`src/rtl/clktree_pkg.sv`:
```
// Package: shared constants and select-code decoders for the clock enable tree.
// Assumes every ratio is a power of two, so a divider is described by its shift.
package clktree_pkg;

    localparam int SH_W  = 4;   // width of a ratio shift amount
    localparam int CNT_W = 10;  // counter width covering the largest ratio (2**10)

    typedef enum logic [2:0] {
        REFDIV_1    = 3'd0,
        REFDIV_2    = 3'd1,
        REFDIV_4    = 3'd2,
        REFDIV_8    = 3'd3,
        REFDIV_16   = 3'd4,
        REFDIV_1024 = 3'd5
    } refdiv_e;

    // Reference select code to shift; unused codes fall back to divide-by-1.
    function automatic logic [SH_W-1:0] ref_shift(input logic [2:0] code);
        case (refdiv_e'(code))
            REFDIV_2:    return SH_W'(1);
            REFDIV_4:    return SH_W'(2);
            REFDIV_8:    return SH_W'(3);
            REFDIV_16:   return SH_W'(4);
            REFDIV_1024: return SH_W'(10);
            default:     return SH_W'(0);
        endcase
    endfunction

    // AHB select code to shift; code 3 is unused and falls back to divide-by-1.
    function automatic logic [SH_W-1:0] ahb_shift(input logic [1:0] code);
        return (code == 2'd3) ? SH_W'(0) : SH_W'(code);
    endfunction

    // APB select code to shift; all four codes are used.
    function automatic logic [SH_W-1:0] apb_shift(input logic [1:0] code);
        return SH_W'(code);
    endfunction

    // One-bit half-rate select to shift.
    function automatic logic [SH_W-1:0] half_shift(input logic half);
        return SH_W'(half);
    endfunction

endpackage

```
`src/rtl/ce_divider.sv`:
```
// Module: power-of-two enable divider. Counts input enable pulses and emits
// one output pulse on every 2**shift-th input pulse. A new shift is adopted
// only at terminal count, so a period in progress is never cut short.
// Assumes sel_shift never exceeds CNT_W.
module ce_divider
    import clktree_pkg::*;
#(
    parameter logic [SH_W-1:0] RESET_SHIFT = '0
) (
    input  logic            clk,
    input  logic            rst_n,
    input  logic            in_ce,
    input  logic [SH_W-1:0] sel_shift,
    output logic            out_ce
);

    logic [CNT_W-1:0] cnt_q;
    logic [SH_W-1:0]  act_q;
    logic [CNT_W-1:0] limit;
    logic             term;

    // Terminal value of the counter for the ratio currently in force.
    always_comb begin
        limit = ~({CNT_W{1'b1}} << act_q);
        term  = in_ce && (cnt_q == limit);
    end

    // Count input pulses; at terminal count wrap and adopt the requested ratio.
    always_ff @(posedge clk) begin
        if (!rst_n) begin
            cnt_q <= '0;
            act_q <= RESET_SHIFT;
        end else if (in_ce) begin
            if (term) begin
                cnt_q <= '0;
                act_q <= sel_shift;
            end else begin
                cnt_q <= cnt_q + 1'b1;
            end
        end
    end

    assign out_ce = term;

endmodule

```
`src/rtl/gate_bank.sv`:
```
// Module: per-consumer gate register. Each bit masks one base enable.
// Assumes ALWAYS_ON marks the bits that come out of reset enabled.
module gate_bank #(
    parameter int                   NUM_GATES = 8,
    parameter logic [NUM_GATES-1:0] ALWAYS_ON = '0
) (
    input  logic                 clk,
    input  logic                 rst_n,
    input  logic                 gate_we,
    input  logic [NUM_GATES-1:0] gate_wdata,
    input  logic [NUM_GATES-1:0] base_ce,
    output logic [NUM_GATES-1:0] gate_q,
    output logic [NUM_GATES-1:0] gated_ce
);

    // Hold the gate vector; a write replaces it whole.
    always_ff @(posedge clk) begin
        if (!rst_n)
            gate_q <= ALWAYS_ON;
        else if (gate_we)
            gate_q <= gate_wdata;
    end

    // Mask each base enable with its own gate bit.
    for (genvar g = 0; g < NUM_GATES; g++) begin : g_mask
        assign gated_ce[g] = base_ce[g] & gate_q[g];
    end

endmodule

```
`src/rtl/clktree_gen.sv`:
```
// Module: clock enable tree top. Master-rate reference divider feeding the
// AHB, APB and flash dividers; external-memory divider on AHB pulses; baud
// divider on master cycles; fast-interrupt bypass on the CPU enable; gate
// bank on CPU, flash, SRAM and peripheral enables.
// Assumes NUM_GATES >= 4 (three fixed consumers plus at least one peripheral).
module clktree_gen
    import clktree_pkg::*;
#(
    parameter int NUM_GATES = 8
) (
    input  logic                 clk,
    input  logic                 rst_n,
    input  logic [2:0]           ref_div_sel,
    input  logic [1:0]           ahb_div_sel,
    input  logic [1:0]           apb_div_sel,
    input  logic                 flash_half,
    input  logic                 baud_half,
    input  logic                 emb_full,
    input  logic                 gate_we,
    input  logic [NUM_GATES-1:0] gate_wdata,
    input  logic                 fiq_bypass_en,
    input  logic                 fiq_active,
    output logic                 ref_ce,
    output logic                 cpu_ce,
    output logic                 ahb_ce,
    output logic                 apb_ce,
    output logic                 flash_ce,
    output logic                 baud_ce,
    output logic                 emb_ce,
    output logic                 sram_ce,
    output logic [NUM_GATES-4:0] periph_ce
);

    localparam int                   NUM_FIXED  = 3;
    localparam int                   NUM_PERIPH = NUM_GATES - NUM_FIXED;
    localparam logic [NUM_GATES-1:0] ALWAYS_ON  = {{NUM_PERIPH{1'b0}}, {NUM_FIXED{1'b1}}};

    logic                 flash_raw;
    logic                 cpu_raw;
    logic                 bypass;
    logic [NUM_GATES-1:0] base_ce;
    logic [NUM_GATES-1:0] gated_ce;
    logic [NUM_GATES-1:0] gate_q;

    // Reference divider on every master cycle.
    ce_divider #(.RESET_SHIFT('0)) u_ref (
        .clk(clk), .rst_n(rst_n), .in_ce(1'b1),
        .sel_shift(ref_shift(ref_div_sel)), .out_ce(ref_ce)
    );

    // Bus and flash dividers cascaded from the reference pulses.
    ce_divider #(.RESET_SHIFT('0)) u_ahb (
        .clk(clk), .rst_n(rst_n), .in_ce(ref_ce),
        .sel_shift(ahb_shift(ahb_div_sel)), .out_ce(ahb_ce)
    );
    ce_divider #(.RESET_SHIFT('0)) u_apb (
        .clk(clk), .rst_n(rst_n), .in_ce(ref_ce),
        .sel_shift(apb_shift(apb_div_sel)), .out_ce(apb_ce)
    );
    ce_divider #(.RESET_SHIFT('0)) u_flash (
        .clk(clk), .rst_n(rst_n), .in_ce(ref_ce),
        .sel_shift(half_shift(flash_half)), .out_ce(flash_raw)
    );

    // External-memory divider on AHB pulses, leaving reset at half rate.
    ce_divider #(.RESET_SHIFT(SH_W'(1))) u_emb (
        .clk(clk), .rst_n(rst_n), .in_ce(ahb_ce),
        .sel_shift(half_shift(!emb_full)), .out_ce(emb_ce)
    );

    // Baud divider directly on master cycles.
    ce_divider #(.RESET_SHIFT('0)) u_baud (
        .clk(clk), .rst_n(rst_n), .in_ce(1'b1),
        .sel_shift(half_shift(baud_half)), .out_ce(baud_ce)
    );

    // CPU enable: bypass the reference divider while a fast interrupt runs.
    always_comb begin
        bypass  = fiq_bypass_en && fiq_active;
        cpu_raw = bypass ? 1'b1 : ref_ce;
    end

    // Route each base enable to its gate slot.
    for (genvar g = 0; g < NUM_GATES; g++) begin : g_base
        if (g == 0) begin : g_cpu
            assign base_ce[g] = cpu_raw;
        end else if (g == 1) begin : g_flash
            assign base_ce[g] = flash_raw;
        end else if (g == 2) begin : g_sram
            assign base_ce[g] = ahb_ce;
        end else begin : g_periph
            assign base_ce[g] = apb_ce;
        end
    end

    gate_bank #(.NUM_GATES(NUM_GATES), .ALWAYS_ON(ALWAYS_ON)) u_gates (
        .clk(clk), .rst_n(rst_n), .gate_we(gate_we), .gate_wdata(gate_wdata),
        .base_ce(base_ce), .gate_q(gate_q), .gated_ce(gated_ce)
    );

    assign cpu_ce    = gated_ce[0];
    assign flash_ce  = gated_ce[1];
    assign sram_ce   = gated_ce[2];
    assign periph_ce = gated_ce[NUM_GATES-1:NUM_FIXED];

endmodule

```
`config.mk`:
```
export PLATFORM = sky130hd
export DESIGN_NAME = clktree_gen
export DESIGN_NICKNAME = d
export VERILOG_FILES = /design/src/rtl/clktree_pkg.sv /design/src/rtl/ce_divider.sv /design/src/rtl/gate_bank.sv /design/src/rtl/clktree_gen.sv
export SDC_FILE = /design/constraint.sdc
export NUM_CORES = 1
export LEC_CHECK = 0
export BUFFER_PORTS_ARGS = -buffer_cell sky130_fd_sc_hd__buf_2
export CAP_MARGIN = 20
export CORE_ASPECT_RATIO = 0.75
export CORE_MARGIN = 3
export CORE_UTILIZATION = 46
export DETAILED_ROUTE_END_ITERATION = 16
export GPL_TIMING_DRIVEN = 1
export PLACE_DENSITY_LB_ADDON = 0.3
export SETUP_SLACK_MARGIN = 0.02
export SYNTH_ARGS = -nofsm -noshare
export SYNTH_HDL_FRONTEND = slang
export SYNTH_SLANG_ARGS = --single-unit
```
`constraint.sdc`:
```
create_clock -name clk -period 3.1 [get_ports clk]
set_input_delay 0.155 -clock clk [delete_from_list [all_inputs] [get_ports clk]]
set_output_delay 0.155 -clock clk [all_outputs]
set_load 0.01 [all_outputs]
```
==> results.tsv, run 1 <==
stage	metric	value	unit
setup_path	worst path bufs/invs	1	
finish	share of cells above drive strength 1	13.1	%
setup_path	CP endpoint kind	output pin	
setup_path	CP startpoint kind	flop	
min_path	Hold Crit Start	gate_wdata[0]	
placement	dpl ws	0.226	ns
cts	clk buf depth	2	
global_routing	vias in the first global route	3439	
logic_synthesis	Synth Warn #	0	
finish	Multi-input gate area	2270	µm²
drt	DR vias/cell	5.82	
power_and_ir_drop	Pint	2.40	mW
cts	CTS Buf Count	9	
drt	wire per inst	14.7	µm
cts	H-tree depth	3	
global_routing	first-pass GRT wire length	16000	µm
setup_path	Worst R2R Setup Slack	0.27	ns
drt	drt first-iter violations	269	
timing	setup TNS	0	ns
logic_synthesis	Yosys reg bits	79	
power_and_ir_drop	Peak supply drop	477	µV
power_and_ir_drop	Reg power frac	31.0	%
logic_synthesis	count leader, synth	dfxtp_1	
drt	Antenna Nets Post-Route	0	
floorplan	Starting Density	49.0	%
min_path	Min-Delay Endpoint	u_gates.gate_q[0]$_SDFFE_PN1P_	
logic_synthesis	Yosys top cell by area	dfxtp_1	
min_path	Hold Path Depth	3	
setup_path	R2R Path End	u_apb.cnt_q[2]$_SDFFE_PN0P_	
power_and_ir_drop	Logic pwr share	42.5	%
logic_synthesis	post-synthesis net count	530	
timing	max_slew headroom	46.3	%
logic_synthesis	sequential share of the synthesized area	39.5	%
global_routing	GRT overflow	0	
power_and_ir_drop	clock power share	26.5	%
cts	root buffer cell	clkbuf_16	
cts	clk sinks	79	
timing	part of the cycle the worst path needs	95.1	%
setup_path	origin of the critical flop-to-flop path	u_ref.act_q[3]$_SDFFE_PN0P_	
finish	ANT cells	0	
floorplan	core area	8160	µm²
setup_path	crit path kind	flop to output pin	
setup_path	CP Cell Sequence	or4_1 > o22ai_1 > o221ai_2 > or3_4 > or2_2 > nor2_1 > buf_2	
global_routing	initial antenna violation count	0	
drt	routed via count	3726	
drt	DRC Markers	0	
setup_path	CP Launch Point	u_ref.act_q[3]$_SDFFE_PN0P_	
floorplan	DIE HEIGHT	86.8	µm
power_and_ir_drop	power per cell area	877	nW/µm²
setup_path	Worst EP arrival	2.79	ns
timing	Clock Skew	0.00661	ns
floorplan	Die W	114	µm
setup_path	CP max stage cell	or4_1	
timing	fin crit period	2.95	ns
logic_synthesis	Cell variety after synth	53	
cts	TritonCTS clock tree	yes	
logic_synthesis	Post-Syn Area	4000	µm²
setup_path	delay-heaviest family, CP	simple AND/OR/NAND/NOR gates	
timing	fin. max-slew vios	0	
timing	fmax	339	MHz
run_status	outcome	completed	
setup_path	cells on worst reg2reg path	8	
finish	fill count	771	
logic_synthesis	predominant post-synthesis flop cell	dfxtp_1	
logic_synthesis	most instantiated cells after synthesis	79 x dfxtp_1, 68 x nand2_1, 44 x a21oi_1	
floorplan	die area	9860	µm²
placement	DP Wirelength	6000	µm
timing	final setup vio count	0	
job	max-cap violation count	0	
logic_synthesis	number of flops mapped to enable cells by yosys	0	
setup_path	CP Depth	7	
floorplan	# IOs	36	
power_and_ir_drop	Leakage	1.71	nW
power_and_ir_drop	switching share of power	40.3	%
logic_synthesis	synth top area cells	dfxtp_1 40%, nand2_1 6.4%, a21oi_1 5.5%	
setup_path	Largest stage delay, worst path	0.57	ns
setup_path	Critical Path RT	2.94	ns
timing	RSZ-0062 raised after global routing	yes	
placement	Port Buffer Count	35	
logic_synthesis	Synth top area share	39.5	%
logic_synthesis	Synth async-reset ratio	0	%
global_routing	largest net degree at the start of global routing	46	
cts	Skew-Pair Late Insertion Delay	0.34	ns
global_routing	total track usage	19.9	%
cts	Clk pin slew, worst setup/hold paths	0.06	ns
finish	area occupied by registers	1580	µm²
cts	Hold-fix buffers, CTS	0	
timing	final setup slack of the worst path	0.152	ns
finish	Layout Nets	561	
power_and_ir_drop	sw power	1.62	mW
drt	drt pass-1 iters	5	
setup_path	Crit Path Max Fanout	15	
finish	P&R area growth vs syn	14.5	%
min_path	min-delay worst type	input port to flop	
logic_synthesis	Avg Cell Area, Syn	8.00	µm²
logic_synthesis	Synth Instances	500	
placement	GP Congestion	0.839	
timing	Least-Margin Pin Slew	0.801	ns
floorplan	row cnt	28	
timing	Final Hold Vio Count	0	
drt	routed wire length	9400	µm
-- worst min-delay path, cell delays in order --
cell and delay (ns):
buf_2 0.07, mux2i_1 0.06, nand2_1 0.06
-- flip-flops by register name (all words and copies together), names as in the netlist, 2 cells and up --
signal / cells
u_ahb.act_q: 2
u_ahb.cnt_q: 10
u_apb.act_q: 2
u_apb.cnt_q: 10
u_baud.cnt_q: 10
u_emb.cnt_q: 10
u_flash.cnt_q: 10
u_gates.gate_q: 8
u_ref.act_q: 4
u_ref.cnt_q: 10
-- routing by layer --
| metal | up-vias | track usage (%) | wire [µm] | share of wire [%] |
|---|---|---|---|---|
| li1 | 1871 | - | - | - |
| met1 | 1733 | 27.0 | 4490 | 48 |
| met2 | 108 | 30.6 | 4140 | 44 |
| met3 | 14 | 5.58 | 621 | 6.6 |
| met4 | 0 | 6.33 | 142 | 1.5 |
| met5 | - | 0 | 0 | 0 |
-- worst max-delay path by stage --
stage	slack (ns)	endpoint
finish	0.15	flash_ce
global route	-0.03	ref_ce
CTS	0.04	flash_ce
detailed placement	0.23	u_emb.cnt_q[3]$_SDFFE_PN0P_
global placement	0.41	u_ahb.cnt_q[0]$_SDFFE_PN0P_
floorplan	0.67	periph_ce[0]
-- layout make-up --
type                    instances  area share (%)
inverters                      16            1.31
repair buffers                 43            5.14
well taps                     105            2.87
flip-flops and latches         79            34.5
multi-input cells             382            49.6
clock inverters                 3           0.929
clock buffers                  12            5.60
-- power by group through the flow --
stage / registers, mW / logic, mW / clock network (mW)
floorplan: 1.22 / 1.16 / 0
global placement: 1.26 / 1.46 / 0
detailed placement: 1.26 / 1.50 / 0
CTS: 1.24 / 1.57 / 1.09
global route: 1.26 / 1.90 / 1.13
finish: 1.25 / 1.71 / 1.06
-- kinds of logic (layout without fill, tap and decap cells) --
logic type,count (synthesis),after routing,share of synthesized area (%)
simple gates,239,242,30.8
compound gates,96,96,14.4
flops,79,79,39.5
buf+inv,42,74,4.60
xor+xnor,26,26,5.69
mux,11,11,2.78
fa+ha+maj,7,7,2.19
-- through the flow --
step / std cells / area [µm²] / utilization (%) / hold slack, ns / power, mW
finish: 640 / 4580 / 56.1 / 0.0392 / 4.02
global route: 640 / 4580 / 56.1 / 0.0482 / 4.30
CTS: 635 / 4530 / 55.5 / 0.0266 / 3.90
detailed placement: 619 / 4220 / 51.7 / 0.378 / 2.76
global placement: 619 / 4220 / 51.7 / 0.375 / 2.72
floorplan: 500 / 4000 / - / 0.283 / 2.37
-- cells in the final DEF, fill, tap and decap left out, drive strengths merged, types with 8 or more instances in the layout --
cell,Yosys,routed
nor2,42,42
clkbuf,15,12
xor2,12,12
or3,19,22
nand4,13,13
xnor2,14,14
buf,11,43
dfxtp,79,79
a21oi,45,45
nand3,31,31
o22ai,16,16
inv,15,15
or4,8,8
and3,11,11
mux2i,10,10
nand2,68,68
nor4,9,9
o21ai,12,12
-- repair_timing --
action,in CTS,in global routing
cloned,1,2
setup buffers,0,3
setup endpoints to repair,5,9
pin swaps,1,1
gates resized for setup,1,2
(Power assumes the default switching activity.)
==> inputs of run 2 (changes only) <==
Settings changed: ABC_AREA set to 1, ABC_CLOCK_PERIOD_IN_PS set to 3100.
==> run 2 against run 1 <==
Compared with the run above: clock-buffer cell count down 1; clock power hardly changed; via count is 11% higher; area after synthesis grew 11%; wire length up 1.5%; sequential cell count did not move; first-iteration DRC count shrank 24%.
==> results.tsv, run 2 <==
stage	metric	value	unit	change
timing	RSZ-0062 raised after global routing	no		
setup_path	CP max stage cell	dfxtp_1		
setup_path	Crit Path Max Fanout	35		+20
cts	Skew-Pair Late Insertion Delay	0.34	ns	about the same
cts	clk sinks	79		unchanged
logic_synthesis	Yosys top cell by area	dfxtp_1		
placement	Port Buffer Count	35		unchanged
logic_synthesis	synth top area cells	dfxtp_1 36%, nand2_1 13%, nand3_1 6.8%		
cts	Hold-fix buffers, CTS	0		unchanged
finish	Layout Nets	712		+27%
finish	ANT cells	0		unchanged
global_routing	largest net degree at the start of global routing	36		-22%
logic_synthesis	Cell variety after synth	35		-34%
global_routing	GRT overflow	0		unchanged
power_and_ir_drop	sw power	1.76	mW	+8.4%
logic_synthesis	Post-Syn Area	4430	µm²	+11%
setup_path	CP endpoint kind	output pin		
timing	max_slew headroom	34.5	%	-12 points
power_and_ir_drop	Leakage	2.15	nW	+25%
run_status	outcome	completed		
logic_synthesis	sequential share of the synthesized area	35.7	%	-3.9 points
floorplan	# IOs	36		unchanged
global_routing	met2 usage	29.0	%	-1.6 points
logic_synthesis	post-synthesis net count	686		+29%
job	max-cap violation count	0		unchanged
drt	DRC Markers	0		unchanged
global_routing	GR Util met3	5.67	%	+0.084 points
logic_synthesis	Synth top area share	35.7	%	-3.9 points
floorplan	die area	10900	µm²	+10%
cts	CTS resizes	0		-1
drt	routed via count	4152		+11%
timing	fin crit period	2.71	ns	-0.239 ns
setup_path	Top cell by count, worst path	nand2_1		
placement	DP Wirelength	6670	µm	+11%
min_path	min-delay worst type	input port to flop		
finish	fill count	878		+14%
floorplan	Die W	119	µm	+5.0%
drt	routed wire length	9540	µm	+1.5%
finish	most common cell after layout, fill and taps aside	nand2_1		
timing	worst hold margin	0.0296	ns	-0.00962 ns
logic_synthesis	count leader, synth	nand2_1		
logic_synthesis	Synth Warn #	0		unchanged
cts	H-tree depth	3		unchanged
logic_synthesis	Synth async-reset ratio	0	%	unchanged
logic_synthesis	number of flops mapped to enable cells by yosys	0		unchanged
drt	DR vias/cell	5.09		-12%
cts	post-CTS setup buffer count	0		unchanged
timing	final setup vio count	0		unchanged
timing	Clock Skew	0.00463	ns	-0.00198 ns
cts	CTS Buf Count	9		unchanged
setup_path	Critical Path RT	2.94	ns	about the same
power_and_ir_drop	total power	4.08	mW	+1.5%
timing	Least-Margin Pin Slew	0.982	ns	+0.181 ns
floorplan	DIE HEIGHT	91.0	µm	+4.9%
power_and_ir_drop	power per cell area	828	nW/µm²	-5.6%
finish	fin util	53.6	%	-2.5 points
setup_path	CP Cell Sequence	inv_4 > nand2_2 > nand2_1 > nand2_1 > nand2_1 > nor2_2 > nand3_2 > nor2_8 > nand2_2 > nor2_1 > buf_2		
power_and_ir_drop	Peak supply drop	402	µV	-16%
placement	GP Congestion	0.873		+4.1%
setup_path	CP startpoint kind	flop		
floorplan	row cnt	30		+7.1%
floorplan	Starting Density	48.2	%	-0.80 points
cts	Clk pin slew, worst setup/hold paths	0.06	ns	about the same
global_routing	layer carrying the most global-route usage	met2		
drt	drt first-iter violations	205		-24%
drt	drt pass-1 iters	5		unchanged
power_and_ir_drop	Logic pwr share	42.7	%	+0.2 points
timing	Final Hold Vio Count	0		unchanged
power_and_ir_drop	Reg power frac	31.3	%	+0.3 points
logic_synthesis	Avg Cell Area, Syn	6.76	µm²	-16%
floorplan	core area	9200	µm²	+13%
logic_synthesis	most instantiated cells after synthesis	154 x nand2_1, 79 x dfxtp_1, 77 x inv_1		
global_routing	M1 GR Usage	23.9	%	-3.1 points
timing	setup TNS	0	ns	unchanged
cts	clk buf depth	2		unchanged
logic_synthesis	predominant post-synthesis flop cell	dfxtp_1		
drt	wire per inst	11.7	µm	-20%
power_and_ir_drop	Pint	2.32	mW	-3.1%
setup_path	Largest stage delay, worst path	0.54	ns	-0.03 ns
drt	Antenna Nets Post-Route	0		unchanged
timing	fmax	369	MHz	+8.8%
finish	share of cells above drive strength 1	11.6	%	-1.4 points
global_routing	first-pass GRT wire length	16800	µm	+4.7%
cts	TritonCTS clock tree	yes		
setup_path	Worst EP arrival	2.55	ns	-0.24 ns
timing	part of the cycle the worst path needs	87.4	%	-7.7 points
global_routing	total track usage	18.5	%	-1.4 points
finish	most frequent cells in the layout	154 x nand2_1, 79 x dfxtp_1, 77 x inv_1		
power_and_ir_drop	clock power share	26.0	%	-0.5 points
cts	root buffer cell	clkbuf_16		
logic_synthesis	Synth Instances	656		+31%
timing	fin. max-slew vios	0		unchanged
power_and_ir_drop	switching share of power	43.1	%	+2.7 points
global_routing	initial antenna violation count	0		unchanged
global_routing	vias in the first global route	3881		+13%
finish	P&R area growth vs syn	11.1	%	
logic_synthesis	Yosys reg bits	79		unchanged
setup_path	crit path kind	flop to output pin		
## run 2: cell types whose count changed after synthesis, moves of 8 or more
cell and delta:
or4_1 -8, xnor2_1 -10, nand2_1 +86, and3_1 -10
mux2i_1 -10, nand3_1 +29, nor2_1 +35, or3_1 -18
inv_1 +62, nand3b_1 +14, o22ai_1 -16, a21oi_1 +10
o21ai_0 +11
## run 2: logic make-up after synthesis
kind of cell | share of synthesized area (%)
buffers and inverters | 10.5
AO/OA/AOI/OAI | 10.1
adder cells (fa/ha/maj) | 1.98
XOR/XNOR | 4.15
flip-flops | 35.7
AND/OR/NAND/NOR | 37.6
## run 2: path summary, 6_finish.rpt
| path | cells after the start | slack [ns] | startpoint | end |
|---|---|---|---|---|
| min | 3 | 0.03 | gate_wdata[0] | u_gates.gate_q[0]$_SDFFE_PN1P_ |
| max reg2reg | 12 | 0.77 | u_ref.act_q[3]$_SDFFE_PN0P_ | u_ahb.cnt_q[6]$_SDFFE_PN0P_ |
| min reg2reg | 2 | 0.46 | u_gates.gate_q[4]$_SDFFE_PN0P_ | u_gates.gate_q[4]$_SDFFE_PN0P_ |
| max | 11 | 0.39 | u_ref.act_q[3]$_SDFFE_PN0P_ | periph_ce[1] |
## run 2: power by group through the flow
stage | logic, mW | clock network [mW] | registers [mW]
6_report | 1.74 | 1.06 | 1.28
2_1_floorplan | 1.51 | 0 | 1.26
4_1_cts | 1.75 | 1.09 | 1.27
3_5_place_dp | 1.74 | 0 | 1.29
5_1_grt | 1.97 | 1.13 | 1.30
3_3_place_gp | 1.69 | 0 | 1.29
## run 2: cell type report
| class | count | area [µm²] | area share (%) |
|---|---|---|---|
| Clock buffer | 11 | 243 | 4.93 |
| Tap cell | 128 | 160 | 3.25 |
| Clock inverter | 5 | 57.6 | 1.17 |
| Inverter | 79 | 299 | 6.07 |
| Timing Repair Buffer | 38 | 198 | 4.01 |
| Sequential cell | 79 | 1580 | 32.1 |
| Multi-Input combinational cell | 475 | 2390 | 48.5 |
## run 2: per-stage QoR
| stage | setup WS, ns | instances | cell area [µm²] |
|---|---|---|---|
| after floorplan | 1.34 | 656 | 4430 |
| after global placement | 0.862 | 799 | 4630 |
| after detailed placement | 0.736 | 799 | 4630 |
| after CTS | 0.355 | 815 | 4930 |
| after global routing | 0.145 | 815 | 4930 |
| final | 0.391 | 815 | 4930 |
## run 2: layer usage
metal | up-vias | wire [µm]
met4 | 0 | 133
met1 | 1860 | 4730
met3 | 11 | 590
met5 | - | 0
met2 | 108 | 4090
li1 | 2173 | -
## run 2: worst max-delay path: cells and delay by family, from the launching register on
| kind | cells | cell delay (ns) |
|---|---|---|
| and+or+nand+nor | 9 | 1.40 |
| DFF | 1 | 0.54 |
| buffers and inverters | 2 | 0.27 |
==> inputs of run 3 (changes only) <==
Settings changed: ABC_CLOCK_PERIOD_IN_PS 3100 to 3000, CORE_MARGIN 3 to 5, GPL_TIMING_DRIVEN 1 to unset.
Clock period 3.1 ns to 3 ns, I/O delays scaled along.
==> run 3 against run 2 <==
Compared with the run above: hold slack improved by 0.0016 ns; clock power about the same; worst setup slack got worse by 0.066 ns; non-clock buffer count grew 1; highest routed layer unchanged; utilization decreased by 2.0 points; critical path type unchanged; largest power group unchanged; sequential cell count unchanged; final area fell by 0.13%; critical path depth unchanged.
==> results.tsv, run 3 (same netlist as run 2, synthesis figures left out) <==
stage	metric	value	unit	change
timing	fin crit period	2.68	ns	
drt	drt first-iter violations	292		+42%
placement	DP Wirelength	6750	µm	+1.2%
global_routing	total track usage	17.0	%	-1.5 points
timing	fin. max-slew vios	0		unchanged
job	max-cap violation count	0		unchanged
cts	Clk pin slew, worst setup/hold paths	0.06	ns	about the same
cts	root buffer cell	clkbuf_16		
cts	CTS resizes	0		unchanged
floorplan	Die W	123	µm	+3.4%
cts	post-CTS setup buffer count	0		unchanged
floorplan	core area	9540	µm²	+3.8%
finish	fill count	963		+9.7%
placement	area post-placement	4640	µm²	+0.27%
setup_path	crit path kind	flop to output pin		
finish	most frequent cells in the layout	154 x nand2_1, 79 x dfxtp_1, 77 x inv_1		
drt	wire per inst	11.6	µm	-0.54%
drt	routed via count	4101		-1.2%
min_path	Hold Crit Start	gate_wdata[1]		
finish	ANT cells	0		unchanged
cts	clk buf depth	2		unchanged
timing	RSZ-0062 raised after global routing	no		
min_path	min-delay worst type	input port to flop		
finish	Layout Nets	713		+0.14%
power_and_ir_drop	Peak supply drop	394	µV	-2.0%
timing	Final Hold Vio Count	0		unchanged
drt	DR vias/cell	5.01		-1.7%
setup_path	CP startpoint kind	flop		
setup_path	Critical Path RT	2.85	ns	-0.09 ns
power_and_ir_drop	Leakage	2.15	nW	about the same
placement	GP Congestion	0.900		+3.1%
global_routing	first-pass GRT wire length	16300	µm	-2.9%
drt	Antenna Nets Post-Route	0		unchanged
drt	DRC Markers	0		unchanged
floorplan	row cnt	31		+3.3%
global_routing	vias in the first global route	3744		-3.5%
finish	most common cell after layout, fill and taps aside	nand2_1		
setup_path	Worst EP arrival	2.53	ns	-0.02 ns
cts	TritonCTS clock tree	yes		
setup_path	CP endpoint kind	output pin		
run_status	outcome	completed		
drt	routed wire length	9530	µm	about the same
cts	Hold-fix buffers, CTS	0		unchanged
finish	share of cells above drive strength 1	11.8	%	+0.15 points
timing	fmax	374	MHz	
cts	Skew-Pair Late Insertion Delay	0.33	ns	about the same
finish	Multi-input gate area	2390	µm²	unchanged
setup_path	Crit Path Max Fanout	35		unchanged
power_and_ir_drop	total power	4.16	mW	+2.1%
global_routing	GRT overflow	0		unchanged
floorplan	Starting Density	46.5	%	-1.7 points
finish	area occupied by registers	1580	µm²	unchanged
placement	Placed Cells	804		+0.63%
setup_path	CP Launch Point	u_ref.act_q[3]$_SDFFE_PN0P_		
drt	drt pass-1 iters	6		+1
timing	part of the cycle the worst path needs	89.2	%	
power_and_ir_drop	power per cell area	846	nW/µm²	+2.2%
cts	clk sinks	79		unchanged
floorplan	# IOs	36		unchanged
timing	max_slew headroom	32.4	%	-2.0 points
floorplan	die area	11700	µm²	+7.9%
setup_path	origin of the critical flop-to-flop path	u_ref.act_q[3]$_SDFFE_PN0P_		
floorplan	DIE HEIGHT	95.0	µm	+4.4%
global_routing	largest net degree at the start of global routing	36		unchanged
timing	Clock Skew	0.00664	ns	+0.00201 ns
global_routing	initial antenna violation count	0		unchanged
finish	Layout Cells excl Fill	819		+0.49%
finish	post-route cell area	4920	µm²	-0.13%
cts	H-tree depth	3		unchanged
timing	final setup vio count	0		unchanged
placement	Port Buffer Count	35		unchanged
timing	Least-Margin Pin Slew	1.01	ns	+0.0303 ns
finish	P&R area growth vs syn	11.0	%	
cts	CTS Buf Count	9		unchanged
timing	setup TNS	0	ns	unchanged
==> run 3: changes by cell type in the layout (fill, tap and decap cells not counted), sizes merged <==
cell | before | now
bufinv | 1 | 0
buf | 38 | 39
clkinvlp | 3 | 2
inv | 79 | 80
==> run 3: critical path, cell delays in order (launching register included) <==
cell     delay [ns]
dfxtp_1        0.55
inv_4          0.12
nand2_2        0.12
nand2_1        0.05
nand2_1        0.05
nand2_1        0.05
nor2_2         0.12
nand3_2        0.12
nor2_8         0.46
nand2_2        0.26
nor2_1         0.14
buf_2          0.14
==> run 3: through the flow <==
stage	utilization (%)	worst slack (ns)	hold slack (ns)
floorplan	-	1.24	0.261
detailed placement	48.6	0.698	0.369
CTS	51.6	0.316	0.0213
global placement	48.6	0.784	0.368
global route	51.6	0.0741	0.0300
finish	51.6	0.325	0.0312
==> run 3: cell type report <==
cell class | instances | area share, %
Tap cell | 132 | 3.36
Timing Repair Buffer | 39 | 4.17
Inverter | 79 | 6.08
Clock inverter | 4 | 0.585
Sequential cell | 79 | 32.1
Multi-Input combinational cell | 475 | 48.5
Clock buffer | 11 | 5.14
==> run 3: where the power goes <==
group | switching (mW) | leakage [nW] | internal [mW]
clock | 0.434 | 0.134 | 0.602
combinational | 1.26 | 1.37 | 0.553
sequential | 0.133 | 0.642 | 1.18
total | 1.82 | 2.15 | 2.34
==> run 3: worst paths after layout <==
kind | end | slack (ns) | depth (start not counted)
max | periph_ce[0] | 0.32 | 11
min reg2reg | u_gates.gate_q[0]$_SDFFE_PN1P_ | 0.45 | 2
min | u_gates.gate_q[1]$_SDFFE_PN1P_ | 0.03 | 3
max reg2reg | u_emb.cnt_q[7]$_SDFFE_PN0P_ | 0.66 | 11
==> run 3: layer usage <==
metal  part of all wire [%]  up-vias  track usage [%]
met5                      0        -                0
li1                       -     2173                -
met4                   0.68        0             3.50
met1                     50     1844             21.9
met3                    5.4        6             5.22
met2                     44       78             28.3
